--- config.mk ---
export PLATFORM = sky130hd
export DESIGN_NAME = gpio_edge_top
export DESIGN_NICKNAME = d
export VERILOG_FILES = /design/src/rtl/gpio_pkg.sv /design/src/rtl/gpio_sync.sv /design/src/rtl/gpio_regs.sv /design/src/rtl/gpio_evt.sv /design/src/rtl/gpio_edge_top.sv
export SDC_FILE = /design/constraint.sdc
export NUM_CORES = 1
export LEC_CHECK = 0
export BUFFER_PORTS_ARGS = -buffer_cell sky130_fd_sc_hd__buf_2
export CAP_MARGIN = 20
export CORE_MARGIN = 2
export CORE_UTILIZATION = 30
export DETAILED_ROUTE_END_ITERATION = 10
export HOLD_SLACK_MARGIN = 0.05
export SYNTH_ARGS = -nofsm -noshare
export SYNTH_HDL_FRONTEND = slang
export SYNTH_SLANG_ARGS = --single-unit
--- constraint.sdc ---
create_clock -name clk -period 1.3 [get_ports clk]
set_clock_uncertainty 0.2 [all_clocks]
set_input_delay 0.13 -clock clk [delete_from_list [all_inputs] [get_ports clk]]
set_output_delay 0.13 -clock clk [all_outputs]
set_load 0.05 [all_outputs]
--- src/rtl/gpio_pkg.sv ---
package gpio_pkg;
    localparam int ADDR_W = 8;
    localparam logic [ADDR_W-1:0] OFF_DIR = 8'h00;
    localparam logic [ADDR_W-1:0] OFF_ODN = 8'h04;
    localparam logic [ADDR_W-1:0] OFF_DAT = 8'h08;
    localparam logic [ADDR_W-1:0] OFF_EVT = 8'h0C;
    localparam logic [ADDR_W-1:0] OFF_MSK = 8'h10;
    localparam logic [ADDR_W-1:0] OFF_CTL = 8'h14;

    typedef enum logic {BUS_IDLE, BUS_RESP} bus_state_e;
endpackage

--- src/rtl/gpio_sync.sv ---
module gpio_sync #(
    parameter int W = 32
) (
    input  logic         clk,
    input  logic         rst_n,
    input  logic [W-1:0] d,
    output logic [W-1:0] q
);
    for (genvar i = 0; i < W; i++) begin : g_bit
        logic s1, s2;
        always_ff @(posedge clk or negedge rst_n) begin
            if (!rst_n) begin
                s1 <= 1'b0;
                s2 <= 1'b0;
            end else begin
                s1 <= d[i];
                s2 <= s1;
            end
        end
        assign q[i] = s2;
    end
endmodule

--- src/rtl/gpio_regs.sv ---
module gpio_regs
    import gpio_pkg::*;
#(
    parameter int W = 32
) (
    input  logic              clk,
    input  logic              rst_n,
    input  logic              wr_ok,
    input  logic [ADDR_W-1:0] addr,
    input  logic [W-1:0]      wdata,
    input  logic [W-1:0]      lvl,
    output logic [W-1:0]      dir_q,
    output logic [W-1:0]      odn_q,
    output logic [W-1:0]      dat_q,
    output logic [W-1:0]      msk_q,
    output logic [W-1:0]      ctl_q
);
    logic [W-1:0] dat_out_nxt;

    always_comb begin
        dat_out_nxt = (wr_ok && addr == OFF_DAT) ? wdata : dat_q;
    end

    always_ff @(posedge clk or negedge rst_n) begin
        if (!rst_n) begin
            dir_q <= '0;
            odn_q <= '0;
            dat_q <= '0;
            msk_q <= '0;
            ctl_q <= '0;
        end else begin
            dat_q <= (dir_q & dat_out_nxt) | (~dir_q & lvl);
            if (wr_ok) begin
                case (addr)
                    OFF_DIR: dir_q <= wdata;
                    OFF_ODN: odn_q <= wdata;
                    OFF_MSK: msk_q <= wdata;
                    OFF_CTL: ctl_q <= wdata;
                    default: ;
                endcase
            end
        end
    end
endmodule

--- src/rtl/gpio_evt.sv ---
module gpio_evt #(
    parameter int W = 32
) (
    input  logic         clk,
    input  logic         rst_n,
    input  logic [W-1:0] lvl,
    input  logic [W-1:0] dir_q,
    input  logic [W-1:0] ctl_q,
    input  logic         clr_en,
    input  logic [W-1:0] clr_mask,
    output logic [W-1:0] evt_q,
    output logic [W-1:0] set_vec
);
    logic [W-1:0] prev_q;
    logic [W-1:0] changed;
    logic [W-1:0] falling;
    logic [W-1:0] clr_vec;

    always_comb begin
        changed = lvl ^ prev_q;
        falling = prev_q & ~lvl;
        set_vec = ~dir_q & changed & (~ctl_q | falling);
        clr_vec = clr_en ? clr_mask : '0;
    end

    always_ff @(posedge clk or negedge rst_n) begin
        if (!rst_n) begin
            prev_q <= '0;
            evt_q  <= '0;
        end else begin
            prev_q <= lvl;
            evt_q  <= (evt_q & ~clr_vec) | set_vec;
        end
    end
endmodule

--- src/rtl/gpio_edge_top.sv ---
module gpio_edge_top
    import gpio_pkg::*;
#(
    parameter int W = 32
) (
    input  logic              clk,
    input  logic              rst_n,
    input  logic              bus_wr,
    input  logic              bus_rd,
    input  logic              bus_full,
    input  logic [ADDR_W-1:0] bus_addr,
    input  logic [W-1:0]      bus_wdata,
    output logic [W-1:0]      bus_rdata,
    output logic              bus_rvalid,
    input  logic [W-1:0]      pin_in,
    output logic [W-1:0]      pin_out,
    output logic [W-1:0]      pin_oe,
    output logic [W-1:0]      pin_od,
    output logic              irq
);
    bus_state_e   state_q, state_nxt;
    logic         wr_ok, rd_ok, clr_en;
    logic [W-1:0] in_reg_order, lvl;
    logic [W-1:0] dir_q, odn_q, dat_q, msk_q, ctl_q, evt_q, set_vec;
    logic [W-1:0] rd_mux;

    assign wr_ok  = bus_wr & bus_full;
    assign rd_ok  = bus_rd & bus_full;
    assign clr_en = wr_ok && (bus_addr == OFF_EVT);

    for (genvar n = 0; n < W; n++) begin : g_pin
        assign in_reg_order[W-1-n] = pin_in[n];
        assign pin_oe[n]  = dir_q[W-1-n];
        assign pin_out[n] = dir_q[W-1-n] & dat_q[W-1-n];
        assign pin_od[n]  = odn_q[W-1-n];
    end

    gpio_sync #(.W(W)) u_sync (
        .clk(clk), .rst_n(rst_n), .d(in_reg_order), .q(lvl)
    );

    gpio_regs #(.W(W)) u_regs (
        .clk(clk), .rst_n(rst_n), .wr_ok(wr_ok), .addr(bus_addr),
        .wdata(bus_wdata), .lvl(lvl), .dir_q(dir_q), .odn_q(odn_q),
        .dat_q(dat_q), .msk_q(msk_q), .ctl_q(ctl_q)
    );

    gpio_evt #(.W(W)) u_evt (
        .clk(clk), .rst_n(rst_n), .lvl(lvl), .dir_q(dir_q), .ctl_q(ctl_q),
        .clr_en(clr_en), .clr_mask(bus_wdata), .evt_q(evt_q),
        .set_vec(set_vec)
    );

    assign irq = |(evt_q & msk_q);

    always_comb begin
        case (bus_addr)
            OFF_DIR: rd_mux = dir_q;
            OFF_ODN: rd_mux = odn_q;
            OFF_DAT: rd_mux = dat_q;
            OFF_EVT: rd_mux = evt_q;
            OFF_MSK: rd_mux = msk_q;
            OFF_CTL: rd_mux = ctl_q;
            default: rd_mux = '0;
        endcase
    end

    always_comb begin
        unique case (state_q)
            BUS_IDLE: state_nxt = bus_rd ? BUS_RESP : BUS_IDLE;
            BUS_RESP: state_nxt = bus_rd ? BUS_RESP : BUS_IDLE;
            default:  state_nxt = BUS_IDLE;
        endcase
    end

    always_ff @(posedge clk or negedge rst_n) begin
        if (!rst_n) state_q <= BUS_IDLE;
        else        state_q <= state_nxt;
    end

    always_comb begin
        bus_rvalid = (state_q == BUS_RESP);
    end

    always_ff @(posedge clk or negedge rst_n) begin
        if (!rst_n)      bus_rdata <= '0;
        else if (bus_rd) bus_rdata <= rd_ok ? rd_mux : '0;
    end
endmodule

==> metrics.md <==
| Metric | Value |
|---|---|
| Number of buffers on the longest clock path | `3` |
| Total grt overflow | `0` |
| CP Capture Type | `primary output` |
| Most frequent standard cell in the layout excluding fill and tap cells | `sky130_fd_sc_hd__dfrtp_1` |
| Count of pins over their slew limit | `0` |
| Leak pwr | `11.20 nW` |
| CP Launch Type | `flip-flop` |
| Number of levels the H-tree was split into | `2` |
| Cell Count, Final, Fillers Out | `2414` |
| Syn Area/Cell | `12.38 um^2` |
| Number of warnings issued by yosys | `0` |
| Placed cell count | `2083` |
| Max-cap violations | `0` |
| Syn_nets | `1232` |
| Hold slack | `-0.01825 ns` |
| CTS tree | `yes` |
| Clock buffer count from CTS | `38` |
| Worst Tran Pin Value | `0.6675 ns` |
| Unrepaired setup endpoints after global routing | `true` |
| Clock insertion delay at the later pin of the skew report | `0.55 ns` |
| Via density per instance | `4.911` |
| TritonCTS Sinks | `321` |
| Horizontal die dimension | `219.3 um` |
| Fillcell total | `3797` |
| Power per Cell Area | `1016 mW/mm^2` |
| Critical setup path kind | `flip-flop to primary output` |
| Cell area after placement | `0.01756 mm^2` |
| Wire length of the first global-routing pass | `77830 um` |
| Detailed Routing Iterations Pass 1 | `5` |
| Final Instance Area | `0.02373 mm^2` |
| Count of buffer and inverter cells on the critical path | `2` |
| Top library cells by usage in the layout, fill and taps aside | `287 x sky130_fd_sc_hd__dfrtp_1, 235 x sky130_fd_sc_hd__buf_4, 144 x sky130_fd_sc_hd__buf_6` |
| Area leader, netlist | `sky130_fd_sc_hd__dfrtp_1` |
| WL per Instance | `21.71 um` |
| Die area | `0.04810 mm^2` |
| Slowest cell on crit path | `sky130_fd_sc_hd__or4_4` |
| Crit path cell chain | `a22oi_2, buf_4, nand4_1, or4_4, buf_12` |
| Top achievable clock speed | `0.4079 GHz` |
| Area growth from synthesis to layout | `70.59%` |
| Crit path time final | `2.451 ns` |
| Setup WS post-layout | `-1.151 ns` |
| Core outline area | `0.04558 mm^2` |
| Initial core utilization | `0.3052` |
| Synthesized instance count | `1123` |
| Die extent in y | `219.3 um` |
| Final critical-path share of the clock period | `1.886` |
| Std cell rows | `78` |
| Post-layout nets | `1893` |
| Total Wirelength | `52400 um` |
| CP required | `0.97 ns` |
| Clock-pin slew reported for the worst setup and hold paths after clock tree synthesis | `0.06 ns` |
| Final RePlAce weighted congestion | `0.8144` |
| Setup violation total in the final timing report | `600` |
| I/O pin count | `207` |
| CP Data Arrival Time | `2.12 ns` |
| Worst path top cell family by delay | `simple AND/OR/NAND/NOR gates` |
| Outcome | `finished, violations left` |
| Root Buffer | `sky130_fd_sc_hd__clkbuf_16` |
| Worst Setup Slack post-DPL | `-0.9902 ns` |
| Top cells by area in the synthesized netlist | `sky130_fd_sc_hd__dfrtp_1 58%, sky130_fd_sc_hd__mux2_2 7.9%, sky130_fd_sc_hd__mux2i_1 5.0%` |
| Number of unique standard cell types used by synthesis | `37` |
| Vias in the first global route | `12560` |
| Hold violation count in the final report | `29` |
| Share of final-layout standard cells stronger than drive strength 1 | `0.5447` |
| Number of design-rule violations left by the first detailed-router iteration | `661` |
| PortBufs | `206` |
| Overall track demand over capacity in global routing | `0.2171` |
| Half-perimeter wire length after placement | `32270 um` |
| Antenna violations before repair | `2` |
| Violations in the final reports | `hold timing, setup timing` |
| Pin count of the biggest net entering global routing | `37` |
| DRC violation count after routing | `0` |
| Number of register bits inferred by synthesis | `321` |
| Largest stage delay on the critical path | `0.55 ns` |
| Synth top area share | `0.5775` |
| Post-synthesis cell area | `0.01391 mm^2` |
| Routed Antenna Nets | `0` |
| Count of inserted antenna diode cells | `0` |
| Worst vdd ir | `824.2 uV` |
| Crit Path Max Fanout | `2` |
| Routed vias | `11860` |
| Type of the tightest min-delay check | `input pin to asynchronous set/reset pin` |
| Worst slew margin relative to its limit | `0.5550` |
| Sequential cell area fraction in the yosys report | `0.5775` |
layout make-up:
| type | count | area, um^2 | area share |
|---|---|---|---|
| clock buffer | 65 | 1236 | 0.05210 |
| timing repair buffer | 677 | 7032 | 0.2964 |
| clock inverter | 5 | 25.02 | 0.001055 |
| sequential | 321 | 8075 | 0.3403 |
| inverter | 97 | 364.1 | 0.01535 |
| tap | 600 | 750.7 | 0.03164 |
| multi-input combinational | 649 | 6243 | 0.2631 |
worst reg2reg max path, cell delays in order, from the launching register on:
cell	delay [ns]
sky130_fd_sc_hd__dfrtp_1	0.40
sky130_fd_sc_hd__buf_6	0.13
sky130_fd_sc_hd__mux4_2	0.47
sky130_fd_sc_hd__a21oi_4	0.17
sky130_fd_sc_hd__o22ai_1	0.08
what timing repair did:
| item | 4_1_cts | 5_1_grt |
|---|---|---|
| pin swaps | 151 | 59 |
| setup buffers | 132 | 43 |
| hold buffers | 99 | 1 |
| cloned | 19 | 2 |
| setup endpoints to repair | 354 | 641 |
| resized for setup | 601 | 125 |
| hold endpoints to repair | 550 | 62 |
synthesized netlist by cell type (all sizes together):
master	instances
a2111o	1
a2111oi	1
a211oi	32
a21o	32
a21oi	8
a22oi	27
a31oi	32
and2	34
and4	1
buf	21
clkbuf	35
dfrtp	321
ha	32
inv	97
mux2	128
mux2i	69
mux4	8
nand2	108
nand4	5
nor2	42
nor2b	1
nor3	1
nor4	3
o21ai	6
o221ai	10
o22ai	35
o2bb2ai	22
or2	1
or3	2
or3b	1
or4	5
or4b	2
final timing paths:
kind	start	to	slack, ns	cells past startpoint
setup / recovery	u_regs.msk_q[28]	irq	-1.15	5
hold / removal	rst_n	u_evt.prev_q[26]	-0.02	3
setup reg to reg	u_regs.msk_q[13]	bus_rdata[13]	-0.29	4
hold reg to reg	u_sync.g_bit[14].s1	u_sync.g_bit[14].s2	0.15	0
max in group asynchronous	rst_n	u_regs.dir_q[11]	-0.31	5
min in group clk	bus_addr[3]	bus_rdata[23]	0.05	6
cells by family (layout without fill, tap and decap cells):
group | after synthesis | after routing | share of synthesized area
flip-flops | 321 | 321 | 0.5775
AO/OA/AOI/OAI | 206 | 206 | 0.1063
AND/OR/NAND/NOR | 206 | 206 | 0.06855
multiplexers | 205 | 205 | 0.1743
buffers and inverters | 153 | 844 | 0.04444
adder cells (fa/ha/maj) | 32 | 32 | 0.02879
metal layers:
metal | wire [um] | vias up | global-route usage | share of wire
li1 | - | 5336 | - | -
met1 | 22540 | 6017 | 0.2864 | 0.43
met2 | 24950 | 385 | 0.3593 | 0.48
met3 | 2962 | 116 | 0.03382 | 0.057
met4 | 1932 | 2 | 0.08131 | 0.037
met5 | 13 | - | 0 | 0.00025
report_power, final:
group / leakage (nW) / internal [W] / switching [W]
combinational: 6.62 / 0.00143 / 0.00150
sequential: 3.95 / 0.0103 / 0.000235
clock: 0.625 / 0.00644 / 0.00418
total: 11.2 / 0.0182 / 0.00592
stage by stage:
stage / power [W] / hold WS, ns / utilization / setup TNS [ns]
6_report: 0.02411 / -0.01825 / 0.5206 / -157.78
5_1_grt: 0.02495 / 0.02039 / 0.5206 / -191.86
2_1_floorplan: 0.01171 / -0.3656 / - / -134.94
3_5_place_dp: 0.01283 / -0.07508 / 0.3852 / -190.35
4_1_cts: 0.02423 / 0.01090 / 0.5091 / -159.95
3_3_place_gp: 0.01278 / -0.07499 / 0.3852 / -186.99
No activity file was read; power rests on OpenSTA's default activity.
